## src/rtl/acia_uart_pkg.sv

```systemverilog
package acia_uart_pkg;
  typedef enum logic [1:0] {RX_IDLE, RX_START, RX_DATA, RX_STOP} rx_state_t;

  // transmit-control field codes (control bits 6:5)
  localparam logic [1:0] TC_TXIRQ   = 2'b01;
  localparam logic [1:0] TC_RTS_OFF = 2'b10;
  // control bits 1:0 code that resets the port
  localparam logic [1:0] CTRL_MRESET = 2'b11;
endpackage

```

## src/rtl/acia_rx_fifo.sv

```systemverilog
// Receive buffer; DEPTH must be a power of two.
module acia_rx_fifo #(
  parameter int DW    = 8,
  parameter int DEPTH = 16,
  localparam int AW   = $clog2(DEPTH)
) (
  input  logic          clk,
  input  logic          rst_n,
  input  logic          clr,
  input  logic          push,
  input  logic [DW-1:0] push_data,
  input  logic          pop,
  output logic [DW-1:0] head,
  output logic [AW:0]   count
);
  logic [DW-1:0] mem [DEPTH];
  logic [AW-1:0] wp, rp;
  logic          do_push, do_pop;

  assign do_pop  = pop && (count != '0);
  assign do_push = push && (count != (AW+1)'(DEPTH));
  assign head    = mem[rp];

  always_ff @(posedge clk) begin
    if (do_push) mem[wp] <= push_data;
  end

  always_ff @(posedge clk or negedge rst_n) begin
    if (!rst_n) begin
      wp <= '0; rp <= '0; count <= '0;
    end else if (clr) begin
      wp <= '0; rp <= '0; count <= '0;
    end else begin
      if (do_push) wp <= wp + 1'b1;
      if (do_pop)  rp <= rp + 1'b1;
      case ({do_push, do_pop})
        2'b10:   count <= count + 1'b1;
        2'b01:   count <= count - 1'b1;
        default: count <= count;
      endcase
    end
  end
endmodule

```

## src/rtl/acia_uart_rx.sv

```systemverilog
module acia_uart_rx
  import acia_uart_pkg::*;
#(
  parameter int DW  = 8,
  parameter int OVS = 16,
  localparam int TW = $clog2(OVS),
  localparam int BW = $clog2(DW + 1)
) (
  input  logic          clk,
  input  logic          rst_n,
  input  logic          clr,
  input  logic          ce,
  input  logic          line,
  output logic          byte_valid,
  output logic [DW-1:0] byte_data
);
  localparam logic [TW-1:0] MID  = TW'(OVS/2 - 1);
  localparam logic [TW-1:0] LAST = TW'(OVS - 1);

  rx_state_t     st;
  logic [TW-1:0] tick;
  logic [BW-1:0] nbits;
  logic [DW-1:0] sh;
  logic          line_q;

  assign byte_data = sh;

  always_ff @(posedge clk or negedge rst_n) begin
    if (!rst_n) begin
      st <= RX_IDLE; tick <= '0; nbits <= '0; sh <= '0;
      line_q <= 1'b1; byte_valid <= 1'b0;
    end else begin
      byte_valid <= 1'b0;
      if (clr) begin
        st <= RX_IDLE; tick <= '0; nbits <= '0; line_q <= 1'b1;
      end else if (ce) begin
        line_q <= line;
        case (st)
          RX_IDLE: if (line_q && !line) begin
            st <= RX_START; tick <= '0;
          end
          RX_START: if (tick == MID) begin
            tick <= '0; nbits <= '0;
            st <= line ? RX_IDLE : RX_DATA;
          end else tick <= tick + 1'b1;
          RX_DATA: if (tick == LAST) begin
            tick  <= '0;
            sh    <= {line, sh[DW-1:1]};
            nbits <= nbits + 1'b1;
            if (nbits == BW'(DW - 1)) st <= RX_STOP;
          end else tick <= tick + 1'b1;
          RX_STOP: if (tick == LAST) begin
            tick <= '0; st <= RX_IDLE;
            if (line) byte_valid <= 1'b1;
          end else tick <= tick + 1'b1;
          default: st <= RX_IDLE;
        endcase
      end
    end
  end
endmodule

```

## src/rtl/acia_uart_tx.sv

```systemverilog
module acia_uart_tx #(
  parameter int DW  = 8,
  parameter int OVS = 16,
  localparam int TW = $clog2(OVS),
  localparam int FW = DW + 2,
  localparam int FB = $clog2(FW)
) (
  input  logic          clk,
  input  logic          rst_n,
  input  logic          clr,
  input  logic          ce,
  input  logic          wr,
  input  logic [DW-1:0] wdata,
  input  logic          cts_ok,
  output logic          empty,
  output logic          busy,
  output logic          txd
);
  localparam logic [TW-1:0] LAST = TW'(OVS - 1);

  logic          hold_full;
  logic [DW-1:0] hold;
  logic [FW-1:0] sh;
  logic [FB-1:0] nbit;
  logic [TW-1:0] tick;

  assign empty = !hold_full;
  assign txd   = busy ? sh[0] : 1'b1;

  always_ff @(posedge clk or negedge rst_n) begin
    if (!rst_n) begin
      hold_full <= 1'b0; hold <= '0; sh <= '1; nbit <= '0; tick <= '0; busy <= 1'b0;
    end else if (clr) begin
      hold_full <= 1'b0; sh <= '1; nbit <= '0; tick <= '0; busy <= 1'b0;
    end else begin
      if (wr && !hold_full) begin
        hold <= wdata; hold_full <= 1'b1;
      end
      if (!busy && hold_full && cts_ok) begin
        sh <= {1'b1, hold, 1'b0};
        busy <= 1'b1; hold_full <= 1'b0; tick <= '0; nbit <= '0;
      end else if (busy && ce) begin
        if (tick == LAST) begin
          tick <= '0;
          sh   <= {1'b1, sh[FW-1:1]};
          nbit <= nbit + 1'b1;
          if (nbit == FB'(FW - 1)) busy <= 1'b0;
        end else tick <= tick + 1'b1;
      end
    end
  end
endmodule

```

## src/rtl/acia_uart.sv

```systemverilog
module acia_uart
  import acia_uart_pkg::*;
#(
  parameter int DW         = 8,
  parameter int FIFO_DEPTH = 16,
  parameter int OVS        = 16,
  parameter int RTS_MARGIN = 2,
  localparam int CW        = $clog2(FIFO_DEPTH) + 1
) (
  input  logic          clk,
  input  logic          rst_n,
  input  logic          n_wr,
  input  logic          n_rd,
  input  logic          reg_sel,
  input  logic [DW-1:0] din,
  output logic [DW-1:0] dout,
  input  logic          rx_ce,
  input  logic          tx_ce,
  input  logic          rxd,
  output logic          txd,
  input  logic          cts_n,
  output logic          rts_n,
  output logic          irq
);
  logic          n_wr_q, n_rd_q, rd_sel_q;
  logic          rxd_m, rxd_s, cts_m, cts_s;
  logic [1:0]    tc;
  logic          rie;
  logic          wr_ev, data_wr, ctrl_wr, mreset, pop;
  logic          rx_valid, tdre, rdrf, tx_busy;
  logic [DW-1:0] rx_byte, head, status;
  logic [CW-1:0] fifo_count;
  logic          unused_din;

  assign unused_din = ^din[4:2];

  // strobe edges and input synchronizers
  always_ff @(posedge clk or negedge rst_n) begin
    if (!rst_n) begin
      n_wr_q <= 1'b1; n_rd_q <= 1'b1; rd_sel_q <= 1'b0;
      rxd_m <= 1'b1; rxd_s <= 1'b1; cts_m <= 1'b1; cts_s <= 1'b1;
    end else begin
      n_wr_q <= n_wr;
      n_rd_q <= n_rd;
      if (!n_rd) rd_sel_q <= reg_sel;
      rxd_m <= rxd;   rxd_s <= rxd_m;
      cts_m <= cts_n; cts_s <= cts_m;
    end
  end

  assign wr_ev   = n_wr_q && !n_wr;
  assign data_wr = wr_ev && reg_sel;
  assign ctrl_wr = wr_ev && !reg_sel;
  assign mreset  = ctrl_wr && (din[1:0] == CTRL_MRESET);
  assign pop     = !n_rd_q && n_rd && rd_sel_q;

  always_ff @(posedge clk or negedge rst_n) begin
    if (!rst_n) begin
      tc <= '0; rie <= 1'b0;
    end else if (mreset) begin
      tc <= '0; rie <= 1'b0;
    end else if (ctrl_wr) begin
      tc <= din[6:5]; rie <= din[7];
    end
  end

  acia_uart_rx #(.DW(DW), .OVS(OVS)) u_rx (
    .clk(clk), .rst_n(rst_n), .clr(mreset), .ce(rx_ce), .line(rxd_s),
    .byte_valid(rx_valid), .byte_data(rx_byte)
  );

  acia_rx_fifo #(.DW(DW), .DEPTH(FIFO_DEPTH)) u_fifo (
    .clk(clk), .rst_n(rst_n), .clr(mreset), .push(rx_valid), .push_data(rx_byte),
    .pop(pop), .head(head), .count(fifo_count)
  );

  acia_uart_tx #(.DW(DW), .OVS(OVS)) u_tx (
    .clk(clk), .rst_n(rst_n), .clr(mreset), .ce(tx_ce), .wr(data_wr), .wdata(din),
    .cts_ok(!cts_s), .empty(tdre), .busy(tx_busy), .txd(txd)
  );

  assign rdrf   = (fifo_count != '0);
  assign rts_n  = (tc == TC_RTS_OFF) || (fifo_count > CW'(FIFO_DEPTH - RTS_MARGIN));
  assign irq    = (rie && rdrf) || ((tc == TC_TXIRQ) && tdre);
  // bits 2,3 (carrier, clear-to-send) hardwired to 0
  assign status = DW'({irq, 3'b000, 1'b0, 1'b0, tdre, rdrf});
  assign dout   = reg_sel ? (rdrf ? head : '0) : status;
endmodule

```

## config.mk

```make
export PLATFORM = sky130hd
export DESIGN_NAME = acia_uart
export DESIGN_NICKNAME = d
export VERILOG_FILES = /design/src/rtl/acia_uart_pkg.sv /design/src/rtl/acia_rx_fifo.sv /design/src/rtl/acia_uart_rx.sv /design/src/rtl/acia_uart_tx.sv /design/src/rtl/acia_uart.sv
export SDC_FILE = /design/constraint.sdc
export NUM_CORES = 1
export LEC_CHECK = 0
export ABC_AREA = 1
export BUFFER_PORTS_ARGS = -buffer_cell sky130_fd_sc_hd__buf_2
export CORE_MARGIN = 8
export CORE_UTILIZATION = 25
export DETAILED_ROUTE_END_ITERATION = 12
export PLACE_DENSITY = 0.45
export SLEW_MARGIN = 20
export SYNTH_ARGS = -nofsm -noshare
export SYNTH_HDL_FRONTEND = slang
export SYNTH_SLANG_ARGS = --single-unit
```

## constraint.sdc

```tcl
create_clock -name clk -period 2.9 [get_ports clk]
set_clock_uncertainty 0.2 [all_clocks]
set_input_delay 0.29 -clock clk [delete_from_list [all_inputs] [get_ports clk]]
set_output_delay 0.29 -clock clk [all_outputs]
set_load 0.05 [all_outputs]
```

==> results.tsv <==
stage	metric	value	unit
setup_path	cp.required	2.41	ns
yosys	synthDistinctLibCells	49	
clock_network	clk_latency	0.43	ns
final_layout	final_common_cell	edfxtp_1	
yosys	synth_edf_count	128	
power_and_ir_drop	irDropWorstVdd	598.8	uV
detailed_routing	first_pass_iters	4	
timing	rsz0062_at_grt	true	
global_route	grt_pass1_wl	32.59	mm
yosys	yosysWarningCount	0	
die	coreArea	33450	um2
yosys	synth-seq-cells	198	
global_route	grt-ovfl-total	0	
power_and_ir_drop	p_leak	3.876	nW
setup_path	start_kind	flip-flop	
detailed_routing	post_drt_via_cell_ratio	4.443	
timing	finalSetupViolCount	0	
power_and_ir_drop	p_total	9.747	mW
setup_path	crit_type	flip-flop to output port	
detailed_routing	drtIter0Drc	304	
clock_network	cts_max_level	4	
timing	fin_crit	2.732	ns
power_and_ir_drop	pwr_density_cell	968.9	nW/um2
yosys	yosysTopAreaCell	edfxtp_1	
final_layout	area_growth	18.53	%
setup_path	crit_path_end_kind	output port	
final_layout	insertedDiodeCount	0	
place	dpl-instance-area	9265	um2
yosys	synth-main-ff-cell	edfxtp_1	
yosys	synth_top_area_share	45.29	%
clock_network	cts_buffers	17	
timing	tns	0	ns
yosys	async_reset_ff_share	35.35	%
yosys	yosysSeqAreaShare	66.17	%
timing	setup_ws	0.1680	ns
die	die_w	200.3	um
clock_network	clk_pin_slew	0.07	ns
final_layout	final_cells	1279	
setup_path	arrival	2.24	ns
timing	fin_crit_sh	94.21	%
yosys	synthCells	761	
detailed_routing	vias	5683	
timing	relSlewSlack	39.36	%
detailed_routing	detail_route.wl_per_cell	15.91	um
die	ioPinCount	28	
timing	drv_slew	0	
yosys	yosys-top-cells-area	edfxtp_1 45%, dfrtp_1 16%, o21ai_0 5.8%, nor2_1 5.2%, dfstp_2 5.0%	
yosys	syn_avg_cell_area	11.15	um2
global_route	grt_max_degree	71	
detailed_routing	wl	20.35	mm
place	dp_hpwl	13.06	mm
final_layout	final_cell_mix	128 x edfxtp_1, 118 x nor2_1, 98 x o21ai_0, 86 x nand2_1, 53 x dfrtp_1	
timing	hold_violations	0	
global_route	grt_usage	10.25	%
place	placed_cells	1231	
clock_network	cts_sinks	198	
place	place_congestion	0.7366	
place	place_ws	0.3822	ns
timing	worstMarginPinSlew	0.9096	ns
final_layout	drive_above_1_share	16.61	%
timing	fmax	366.0	MHz
global_route	grt_pass1_vias	5744	
clock_network	clock_path_buffers	2	
place	portBuffers	27	
hold_path	hold_class	input port to flip-flop	
detailed_routing	postRouteAntennaNets	0	
outcome	status	complete, no violations	
global_route	antenna_found_initial	0	
clock_network	cts_tree	built	
die	die_area	40100	um2
die	fp.dieH	200.3	um
flow_run	maxCapViolCount	0	
setup_path	cp_max_fo	42	
final_layout	stdcell_area	10060	um2
die	row_count	67	
final_layout	fin_nets	847	
clock_network	cts-root-buf	clkbuf_16	
detailed_routing	drc_errors	0	
die	start_util	25.37	%
yosys	synth_nets	790	
yosys	syn-cell-area	8487	um2
## kinds of logic after synthesis
logic type / after synthesis / synth area share (%)
compound gates: 193 / 13.25
xor+xnor: 2 / 0.2064
fa+ha+maj: 12 / 1.769
buf+inv: 94 / 4.703
flops: 198 / 66.17
mux: 7 / 1.106
simple gates: 255 / 12.80
## metrics by stage
stage / utilization [%] / hold slack (ns)
floorplan: - / -0.2056
global placement: 27.70 / 0.1458
detailed placement: 27.70 / 0.1472
CTS: 29.90 / 0.003160
global route: 30.08 / 0.01777
finish: 30.08 / 0.02804
## final timing paths
| path | endpoint | cells past startpoint | startpoint | slack [ns] |
|---|---|---|---|---|
| worst max-delay path | dout[6] | 9 | u_fifo.rp[0]$_DFFE_PN0P_ | 0.17 |
| worst min-delay path | u_rx.byte_valid$_DFF_PN0_ | 5 | rx_ce | 0.03 |
| worst max register to register | u_fifo.count[4]$_DFFE_PN0P_ | 14 | u_fifo.count[0]$_DFFE_PN0P_ | 0.38 |
| worst min register to register | rxd_s$_DFF_PN1_ | 0 | rxd_m$_DFF_PN1_ | 0.16 |
| max in group asynchronous | u_fifo.rp[0]$_DFFE_PN0P_ | 2 | rst_n | 1.53 |
| min in group asynchronous | u_tx.hold[2]$_DFFE_PN0P_ | 2 | rst_n | 0.32 |
## layer usage
metal,GRT usage [%],part of all wire (%),vias up
li1,-,-,2801
met1,14.40,51,2770
met2,15.82,44,102
met3,2.437,3.9,10
met4,2.286,0.80,0
met5,0,0,-
## where the power goes
part,internal [mW],switching (mW)
Clock,1.29,1.11
Combinational,1.09,2.07
Sequential,3.65,0.535
## area by class of cell
cell class	count	area (um2)
clock buffers	17	425.4
flip-flops and latches	198	5617
well taps	448	560.5
fillers	3396	23390
clock inverters	15	163.9
inverters	63	251.5
multi-input cells	469	2472
repair buffers	69	569.3
## state kept, by name (all words and copies together), names as in the netlist, 2 cells and up
| signal | count |
|---|---|
| u_fifo.mem | 128 |
| u_tx.sh | 9 |
| u_rx.byte_data | 8 |
| u_tx.hold | 8 |
| u_fifo.count | 5 |
| u_fifo.rp | 4 |
| u_fifo.wp | 4 |
| u_rx.nbits | 4 |
| u_rx.tick | 4 |
| u_tx.nbit | 4 |
| u_tx.tick | 4 |
| tc | 2 |
| u_rx.st | 2 |
## cells in the mapped netlist, types with 13 or more instances
| master | count |
|---|---|
| a21oi_1 | 23 |
| clkbuf_1 | 19 |
| dfrtp_1 | 54 |
| dfstp_2 | 16 |
| edfxtp_1 | 128 |
| inv_1 | 54 |
| nand2_1 | 86 |
| nand3_1 | 24 |
| nor2_1 | 118 |
| o21ai_0 | 98 |
| o221ai_1 | 13 |
| o22ai_1 | 24 |
## worst max-delay path, cell delays in order, from the launching register on
cell,delay [ns]
dfrtp_2,0.46
inv_6,0.13
buf_12,0.23
o21ai_0,0.11
o221ai_1,0.20
o21ai_0,0.16
nand2_1,0.08
nand3_1,0.08
a21oi_1,0.14
buf_4,0.22
## what timing repair did
item | in CTS | in global routing
setup endpoints to repair | 2 | 8
hold buffers | 14 | 0
hold endpoints to repair | 71 | 0
gates resized for setup | 2 | 12
buffers inserted | 0 | 2
(Power assumes the default switching activity.)
